### src/rtl/hp_pkg.sv
package hp_pkg;

    localparam int SLOT_N = 32;
    localparam int SLOT_W = 5;

    localparam logic [4:0] OFS_UP  = 5'h00;
    localparam logic [4:0] OFS_DN  = 5'h04;
    localparam logic [4:0] OFS_EJ  = 5'h08;
    localparam logic [4:0] OFS_RMV = 5'h0C;
    localparam logic [4:0] OFS_SEL = 5'h10;

    typedef enum logic [1:0] {
        ST_IDLE  = 2'd0,
        ST_DRAIN = 2'd1,
        ST_LOAD  = 2'd2
    } sweep_st_t;

    // index of the lowest set bit; 0 for an empty mask
    function automatic logic [SLOT_W-1:0] lowest_set(input logic [SLOT_N-1:0] m);
        logic [SLOT_W-1:0] r;
        r = '0;
        for (int i = SLOT_N - 1; i >= 0; i--) begin
            if (m[i]) r = SLOT_W'(i);
        end
        return r;
    endfunction

endpackage

### src/rtl/hp_slot_bank.sv
module hp_slot_bank
    import hp_pkg::*;
(
    input  logic              clk,
    input  logic              rst_n,
    input  logic [SLOT_N-1:0] set_up,
    input  logic [SLOT_N-1:0] set_dn,
    input  logic [SLOT_N-1:0] clr_slot,
    input  logic              clr_up_all,
    input  logic              load_rmv,
    input  logic [SLOT_N-1:0] rmv_val,
    output logic [SLOT_N-1:0] up_q,
    output logic [SLOT_N-1:0] dn_q,
    output logic [SLOT_N-1:0] rmv_q
);

    logic [SLOT_N-1:0] up_keep;

    always_comb begin
        up_keep = up_q & ~clr_slot;
        if (clr_up_all) up_keep = '0;
    end

    // new events take priority over any clear in the same cycle
    always_ff @(posedge clk or negedge rst_n) begin
        if (!rst_n) begin
            up_q  <= '0;
            dn_q  <= '0;
            rmv_q <= '1;
        end else begin
            up_q <= up_keep | set_up;
            dn_q <= (dn_q & ~clr_slot) | set_dn;
            if (load_rmv) rmv_q <= rmv_val;
        end
    end

endmodule

### src/rtl/hp_sweep_ctrl.sv
module hp_sweep_ctrl
    import hp_pkg::*;
#(
    parameter int NUM_BUS = 4,
    parameter int IDX_W   = 2
) (
    input  logic              clk,
    input  logic              rst_n,
    input  logic              rescan,
    input  logic [SLOT_N-1:0] cur_down,
    output logic [IDX_W-1:0]  cur_bus,
    output logic              busy,
    output logic              drain_go,
    output logic              load_go
);

    localparam logic [IDX_W-1:0] LAST_BUS = IDX_W'(NUM_BUS - 1);

    sweep_st_t        state_q, state_d;
    logic [IDX_W-1:0] bus_d;

    always_ff @(posedge clk or negedge rst_n) begin
        if (!rst_n) begin
            state_q <= ST_DRAIN;
            cur_bus <= '0;
        end else begin
            state_q <= state_d;
            cur_bus <= bus_d;
        end
    end

    always_comb begin
        state_d = state_q;
        bus_d   = cur_bus;
        unique case (state_q)
            ST_IDLE: begin
                if (rescan) begin
                    state_d = ST_DRAIN;
                    bus_d   = '0;
                end
            end
            ST_DRAIN: begin
                if (cur_down == '0) state_d = ST_LOAD;
            end
            ST_LOAD: begin
                if (cur_bus == LAST_BUS) begin
                    state_d = ST_IDLE;
                end else begin
                    state_d = ST_DRAIN;
                    bus_d   = cur_bus + IDX_W'(1);
                end
            end
            default: state_d = ST_IDLE;
        endcase
    end

    always_comb begin
        busy     = 1'b1;
        drain_go = 1'b0;
        load_go  = 1'b0;
        unique case (state_q)
            ST_IDLE:  busy = 1'b0;
            ST_DRAIN: drain_go = (cur_down != '0);
            ST_LOAD:  load_go = 1'b1;
            default:  busy = 1'b0;
        endcase
    end

endmodule

### src/rtl/hp_status_regs.sv
module hp_status_regs
    import hp_pkg::*;
#(
    parameter int NUM_BUS  = 4,
    parameter int BUS_IN_W = 4
) (
    input  logic                    clk,
    input  logic                    rst_n,
    input  logic                    legacy_mode,
    input  logic                    rescan,
    input  logic                    plug_vld,
    input  logic [BUS_IN_W-1:0]     plug_bus,
    input  logic [4:0]              plug_slot,
    input  logic                    unplug_vld,
    input  logic [BUS_IN_W-1:0]     unplug_bus,
    input  logic [4:0]              unplug_slot,
    input  logic [NUM_BUS*32-1:0]   fixed_mask,
    input  logic                    reg_rd,
    input  logic                    reg_wr,
    input  logic [4:0]              reg_addr,
    input  logic [31:0]             reg_wdata,
    output logic [31:0]             reg_rdata,
    output logic                    eject_pulse,
    output logic [BUS_IN_W-1:0]     eject_bus,
    output logic [4:0]              eject_slot,
    output logic                    hp_event
);

    localparam int IDX_W = (NUM_BUS > 1) ? $clog2(NUM_BUS) : 1;

    logic [SLOT_N-1:0] up_a  [NUM_BUS];
    logic [SLOT_N-1:0] dn_a  [NUM_BUS];
    logic [SLOT_N-1:0] rmv_a [NUM_BUS];

    logic [31:0]       sel_q;
    logic              sel_ok;
    logic [IDX_W-1:0]  sel_idx;
    logic              plug_ok, unplug_ok;
    logic              acc_en, rd_up, ej_wr, sel_wr;
    logic [IDX_W-1:0]  cur_bus;
    logic              busy, drain_go, load_go;
    logic [SLOT_N-1:0] cur_down;
    logic              ej_do;
    logic [IDX_W-1:0]  ej_bus_c;
    logic [SLOT_W-1:0] ej_slot_c;
    logic [31:0]       rdata_c;

    assign sel_ok    = (sel_q < 32'(NUM_BUS));
    assign sel_idx   = sel_q[IDX_W-1:0];
    assign plug_ok   = plug_vld && (32'(plug_bus) < 32'(NUM_BUS));
    assign unplug_ok = unplug_vld && (32'(unplug_bus) < 32'(NUM_BUS));

    assign acc_en = !busy && (reg_addr[1:0] == 2'b00);
    assign rd_up  = reg_rd && acc_en && sel_ok && (reg_addr == OFS_UP);
    assign ej_wr  = reg_wr && acc_en && sel_ok && (reg_addr == OFS_EJ) && (reg_wdata != '0);
    assign sel_wr = reg_wr && acc_en && (reg_addr == OFS_SEL);

    assign cur_down = dn_a[cur_bus];

    hp_sweep_ctrl #(
        .NUM_BUS (NUM_BUS),
        .IDX_W   (IDX_W)
    ) u_sweep (
        .clk      (clk),
        .rst_n    (rst_n),
        .rescan   (rescan),
        .cur_down (cur_down),
        .cur_bus  (cur_bus),
        .busy     (busy),
        .drain_go (drain_go),
        .load_go  (load_go)
    );

    // the sweep owns the eject path while it runs
    always_comb begin
        ej_do = drain_go || ej_wr;
        if (drain_go) begin
            ej_bus_c  = cur_bus;
            ej_slot_c = lowest_set(cur_down);
        end else begin
            ej_bus_c  = sel_idx;
            ej_slot_c = lowest_set(reg_wdata);
        end
    end

    for (genvar b = 0; b < NUM_BUS; b++) begin : g_bus
        logic [SLOT_N-1:0] set_up, set_dn, clr_slot;
        logic              clr_up_all, load_rmv;

        assign set_up     = (plug_ok && (32'(plug_bus) == b)) ? (SLOT_N'(1) << plug_slot) : '0;
        assign set_dn     = (unplug_ok && (32'(unplug_bus) == b)) ? (SLOT_N'(1) << unplug_slot) : '0;
        assign clr_slot   = (ej_do && (32'(ej_bus_c) == b)) ? (SLOT_N'(1) << ej_slot_c) : '0;
        assign clr_up_all = rd_up && !legacy_mode && (32'(sel_idx) == b);
        assign load_rmv   = load_go && (32'(cur_bus) == b);

        hp_slot_bank u_bank (
            .clk        (clk),
            .rst_n      (rst_n),
            .set_up     (set_up),
            .set_dn     (set_dn),
            .clr_slot   (clr_slot),
            .clr_up_all (clr_up_all),
            .load_rmv   (load_rmv),
            .rmv_val    (~fixed_mask[b*SLOT_N +: SLOT_N]),
            .up_q       (up_a[b]),
            .dn_q       (dn_a[b]),
            .rmv_q      (rmv_a[b])
        );
    end

    always_comb begin
        rdata_c = '0;
        if (reg_rd && acc_en && sel_ok) begin
            unique case (reg_addr)
                OFS_UP:  rdata_c = up_a[sel_idx];
                OFS_DN:  rdata_c = dn_a[sel_idx];
                OFS_RMV: rdata_c = rmv_a[sel_idx];
                OFS_SEL: rdata_c = sel_q;
                default: rdata_c = '0;
            endcase
        end
    end

    always_ff @(posedge clk or negedge rst_n) begin
        if (!rst_n) begin
            sel_q       <= '0;
            reg_rdata   <= '0;
            eject_pulse <= 1'b0;
            eject_bus   <= '0;
            eject_slot  <= '0;
            hp_event    <= 1'b0;
        end else begin
            if (sel_wr) sel_q <= legacy_mode ? 32'd0 : reg_wdata;
            reg_rdata   <= rdata_c;
            eject_pulse <= ej_do && rmv_a[ej_bus_c][ej_slot_c];
            eject_bus   <= BUS_IN_W'(ej_bus_c);
            eject_slot  <= ej_slot_c;
            hp_event    <= plug_ok || unplug_ok;
        end
    end

endmodule

### config.mk
export PLATFORM = sky130hd
export DESIGN_NAME = hp_status_regs
export DESIGN_NICKNAME = d
export VERILOG_FILES = /design/src/rtl/hp_pkg.sv /design/src/rtl/hp_slot_bank.sv /design/src/rtl/hp_sweep_ctrl.sv /design/src/rtl/hp_status_regs.sv
export SDC_FILE = /design/constraint.sdc
export NUM_CORES = 1
export LEC_CHECK = 0
export BUFFER_PORTS_ARGS = -buffer_cell sky130_fd_sc_hd__buf_2
export CAP_MARGIN = 10
export CORE_MARGIN = 2
export CORE_UTILIZATION = 25
export CTS_BUF_LIST = sky130_fd_sc_hd__clkbuf_16
export DETAILED_ROUTE_END_ITERATION = 10
export PLACE_DENSITY_LB_ADDON = 0.25
export REMOVE_ABC_BUFFERS = 1
export SYNTH_ARGS = -nofsm -noshare
export SYNTH_HDL_FRONTEND = slang
export SYNTH_SLANG_ARGS = --single-unit
### constraint.sdc
create_clock -name clk -period 6.05 [get_ports clk]
set_input_delay 1.815 -clock clk [delete_from_list [all_inputs] [get_ports clk]]
set_output_delay 1.815 -clock clk [all_outputs]
set_load 0.1 [all_outputs]
==> flow_summary.yaml <==
outcome:
  status: "completed"
grt:
  grtUsageTotal: 0.203
  grt_overflow: 0
  grt_pass1_wl_um: 147000
  grt_antenna_before_repair: 9
  grt_start_max_net_pins: 126
  grt_pass1_vias: 20700
floorplanning:
  die_area_um2: 98100
  pin_count: 234
  fp.dieW_um: 313
  row_count: 113
  dieHeight_um: 313
  initial_utilization: 0.252
  coreArea_um2: 94900
clocking:
  clockBufferDepth: 3
  cts_max_level: 2
  cts.clk_slew.worst_paths_ns: 0.06
  cts_resized: 0
  clkLatencyLatePin_ns: 0.63
  cts_tree: "done"
  cts_hold_buf: 0
  post_cts_buffers: 0
  clock_tree.root_cell: "clkbuf_16"
  cts.sinks: 461
  cts_buffers: 54
critical_path:
  r2r_cells: 15
  required_ns: 6.54
  cp_max_fo: 36
  rrSetupSlack_ns: 0.74
  cp.arrival_ns: 5.80
  cp-start-kind: "register"
  r2r_end: "eject_pulse"
  r2r_start: "u_sweep.cur_bus[1]"
  path_class: "register to register"
  cp-end-kind: "register"
timing:
  fin_skew_ns: 0.0235
  worst_pin_slew_ns: 1.08
  setup_viol: 0
  fmax_mhz: 188
  relSlewSlack: 0.283
  period_share: 0.878
  slew_violations: 0
  hold_viol: 0
  rsz0062_at_grt: "no"
  period_minus_slack_ns: 5.31
pwr:
  p_int_mw: 6.95
  p_leak_nw: 11.7
  combPwrFrac: 0.296
  p_seq_frac: 0.408
  max-vdd-ir-drop_uv: 242
  sw_frac_of_total: 0.357
  switching_power_mw: 3.85
  power_density_nw_per_um2: 382
  p_total_mw: 10.8
  clkPwrFrac: 0.296
detailed_routing:
  drc: 0
  first_iter_violations: 2173
  ant_nets: 0
  vias: 20100
  wl_per_cell_um: 27.6
  firstDrtPassIters: 6
  vias_per_cell: 5.51
  wl_met1_um: 41200
  wl_met3_um: 7720
  wl_met2_um: 48200
  top_layer: "met5"
  wl_um: 101000
synthesis:
  synth_seq_area_share: 0.489
  synthesis.area_um2: 23900
  ys_ff_latch: 461
  yosysWarningCount: 0
  syn_area_per_cell_um2: 11.0
  synthFlopType: "dfrtp_1"
  postSynth.asyncResetShare: 1.00
  synth_cells: 2171
  synth_cell_types: 70
  synth_enable_flop_cells: 0
cells_and_area:
  drive_gt1_frac: 0.275
  syn2layout_area_growth_pct: 18.1
  finalNetCount: 2549
  layoutNonFillerInstCount: 3658
  multi_input_area_um2: 11500
  seqCellArea_um2: 11700
  final_cell_area_um2: 28200
  utilization: 0.298
  fillerInstances: 9690
place:
  hpwl_um: 68200
  placed_cells: 3558
  portBuffers: 231
  dpl_cell_area_um2: 26600
  place_congestion: 0.864
min_path:
  hold-path-endpoint: "g_bus[3].u_bank.rmv_q[23]"
  hold_path.class: "register to register"
  hp-start: "g_bus[3].u_bank.rmv_q[23]"
  min_path_cells: 2
run:
  cap_viol_max_count: 0
registers in the layout, indices dropped and copies added, names as in the netlist:
name,cells
g_bus.u_bank.dn_q,128
g_bus.u_bank.rmv_q,128
g_bus.u_bank.up_q,128
reg_rdata,32
sel_q,32
eject_slot,5
eject_bus,2
u_sweep.cur_bus,2
u_sweep.state_q,2
eject_pulse,1
hp_event,1
critical path, cell delays in order (launching register included):
cell and delay, ns:
dfrtp_2 0.66, buf_4 0.41, mux4_2 0.44, or4_1 0.56, nand2b_1 0.24, o41ai_4 0.36
buf_4 0.29, mux2i_4 0.32, clkinv_2 0.17, buf_4 0.33, nand2_1 0.14, nand3_1 0.13
a311oi_1 0.49, nand3_1 0.13, a22oi_1 0.35, o22ai_1 0.11
through the flow:
step	TNS (ns)	hold slack [ns]	setup WS, ns
4_1_cts	0	0.491	0.816
6_report	0	0.487	0.741
3_3_place_gp	0	0.478	0.756
3_5_place_dp	0	0.483	0.754
5_1_grt	0	0.501	0.466
2_1_floorplan	-417.49	0.464	-2.37
cell families (layout without fill, tap and decap cells):
logic type,after synthesis,count (layout),synth area share
muxes,215,215,0.161
DFF,461,461,0.489
buffers and inverters,186,405,0.0328
other,1,4,0.000157
and+or+nand+nor,763,763,0.142
AOI/OAI and AO/OA,536,536,0.170
adders and majority gates,9,9,0.00471
cell usage in the layout, fill, tap and decap left out, types with 10 or more instances in the layout:
master and count:
dfrtp_1 328, clkbuf_16 57, o22ai_1 32, nand2b_1 37
dfstp_2 129, nor2_1 215, mux2i_1 76, clkinv_1 14
mux4_2 136, o31ai_1 12, a22o_1 80, nand2_1 316
nor3_1 12, buf_2 230, nor4_1 16, inv_1 28
nand3_1 55, clkinv_2 10, buf_4 46, o2bb2ai_1 52
and2_1 38, a32o_1 129, o21ai_0 68, a21oi_1 119
buf_12 10
area by class of cell:
class,count,share of cell area
Clock buffer,57,0.0505
Multi-Input combinational cell,1525,0.406
Antenna cell,2,0.000177
Inverter,20,0.00270
Clock inverter,41,0.00930
Tap cell,1265,0.0560
Timing Repair Buffer,287,0.0606
Sequential cell,461,0.414
power by group through the flow:
stage          Sequential (mW)  Clock [mW]  Combinational, mW
2_1_floorplan             4.48           0               1.78
3_3_place_gp              4.42           0               3.15
3_5_place_dp              4.45           0               3.18
4_1_cts                   4.41        3.25               3.19
5_1_grt                   4.49        3.38               3.45
6_report                  4.41        3.19               3.20
synthesized netlist by cell type, drive strengths merged (3+ instances only):
library cell,n,share of area
dfrtp,332,0.35
buf,69,0.014
a22o,80,0.029
nor3,14,0.0029
mux2i,78,0.033
clkbuf,97,0.015
o22ai,33,0.0089
dfstp,129,0.14
nor4b,3,0.0011
and3,7,0.0018
o21ai,68,0.014
or3,9,0.0024
o31ai,12,0.0038
nand2,317,0.050
a31oi,3,0.00079
and2,41,0.011
nand3b,9,0.0028
a32o,129,0.054
a31o,3,0.0011
nand4,9,0.0024
nand3,55,0.012
o211ai,5,0.0016
nand2b,37,0.0097
o21bai,3,0.00094
o2bb2ai,52,0.019
or2,4,0.0010
or4,8,0.0027
nor2b,9,0.0024
nor4,16,0.0042
a21oi,119,0.025
inv,19,0.0030
nor2,219,0.034
mux4,136,0.13
a32oi,3,0.0011
a211oi,4,0.0013
ha,9,0.0047
o21a,4,0.0013
worst max-delay path by stage:
stage | slack (ns) | endpoint | from | cells past startpoint
after floorplan | -2.37 | g_bus[0].u_bank.up_q[0] | u_sweep.cur_bus[1] | 9
after global placement | 0.76 | eject_pulse | u_sweep.cur_bus[1] | 15
after detailed placement | 0.75 | g_bus[2].u_bank.up_q[25] | reg_wdata[30] | 12
after CTS | 0.82 | eject_pulse | u_sweep.cur_bus[1] | 15
after global routing | 0.47 | eject_pulse | u_sweep.cur_bus[1] | 15
final | 0.74 | eject_pulse | u_sweep.cur_bus[1] | 15
routing by layer:
| layer | vias up | track usage |
|---|---|---|
| li1 | 8513 | - |
| met5 | - | 0 |
| met2 | 971 | 0.332 |
| met4 | 6 | 0.0769 |
| met3 | 209 | 0.0358 |
| met1 | 10400 | 0.267 |
Power figures use the tool's default switching activity.
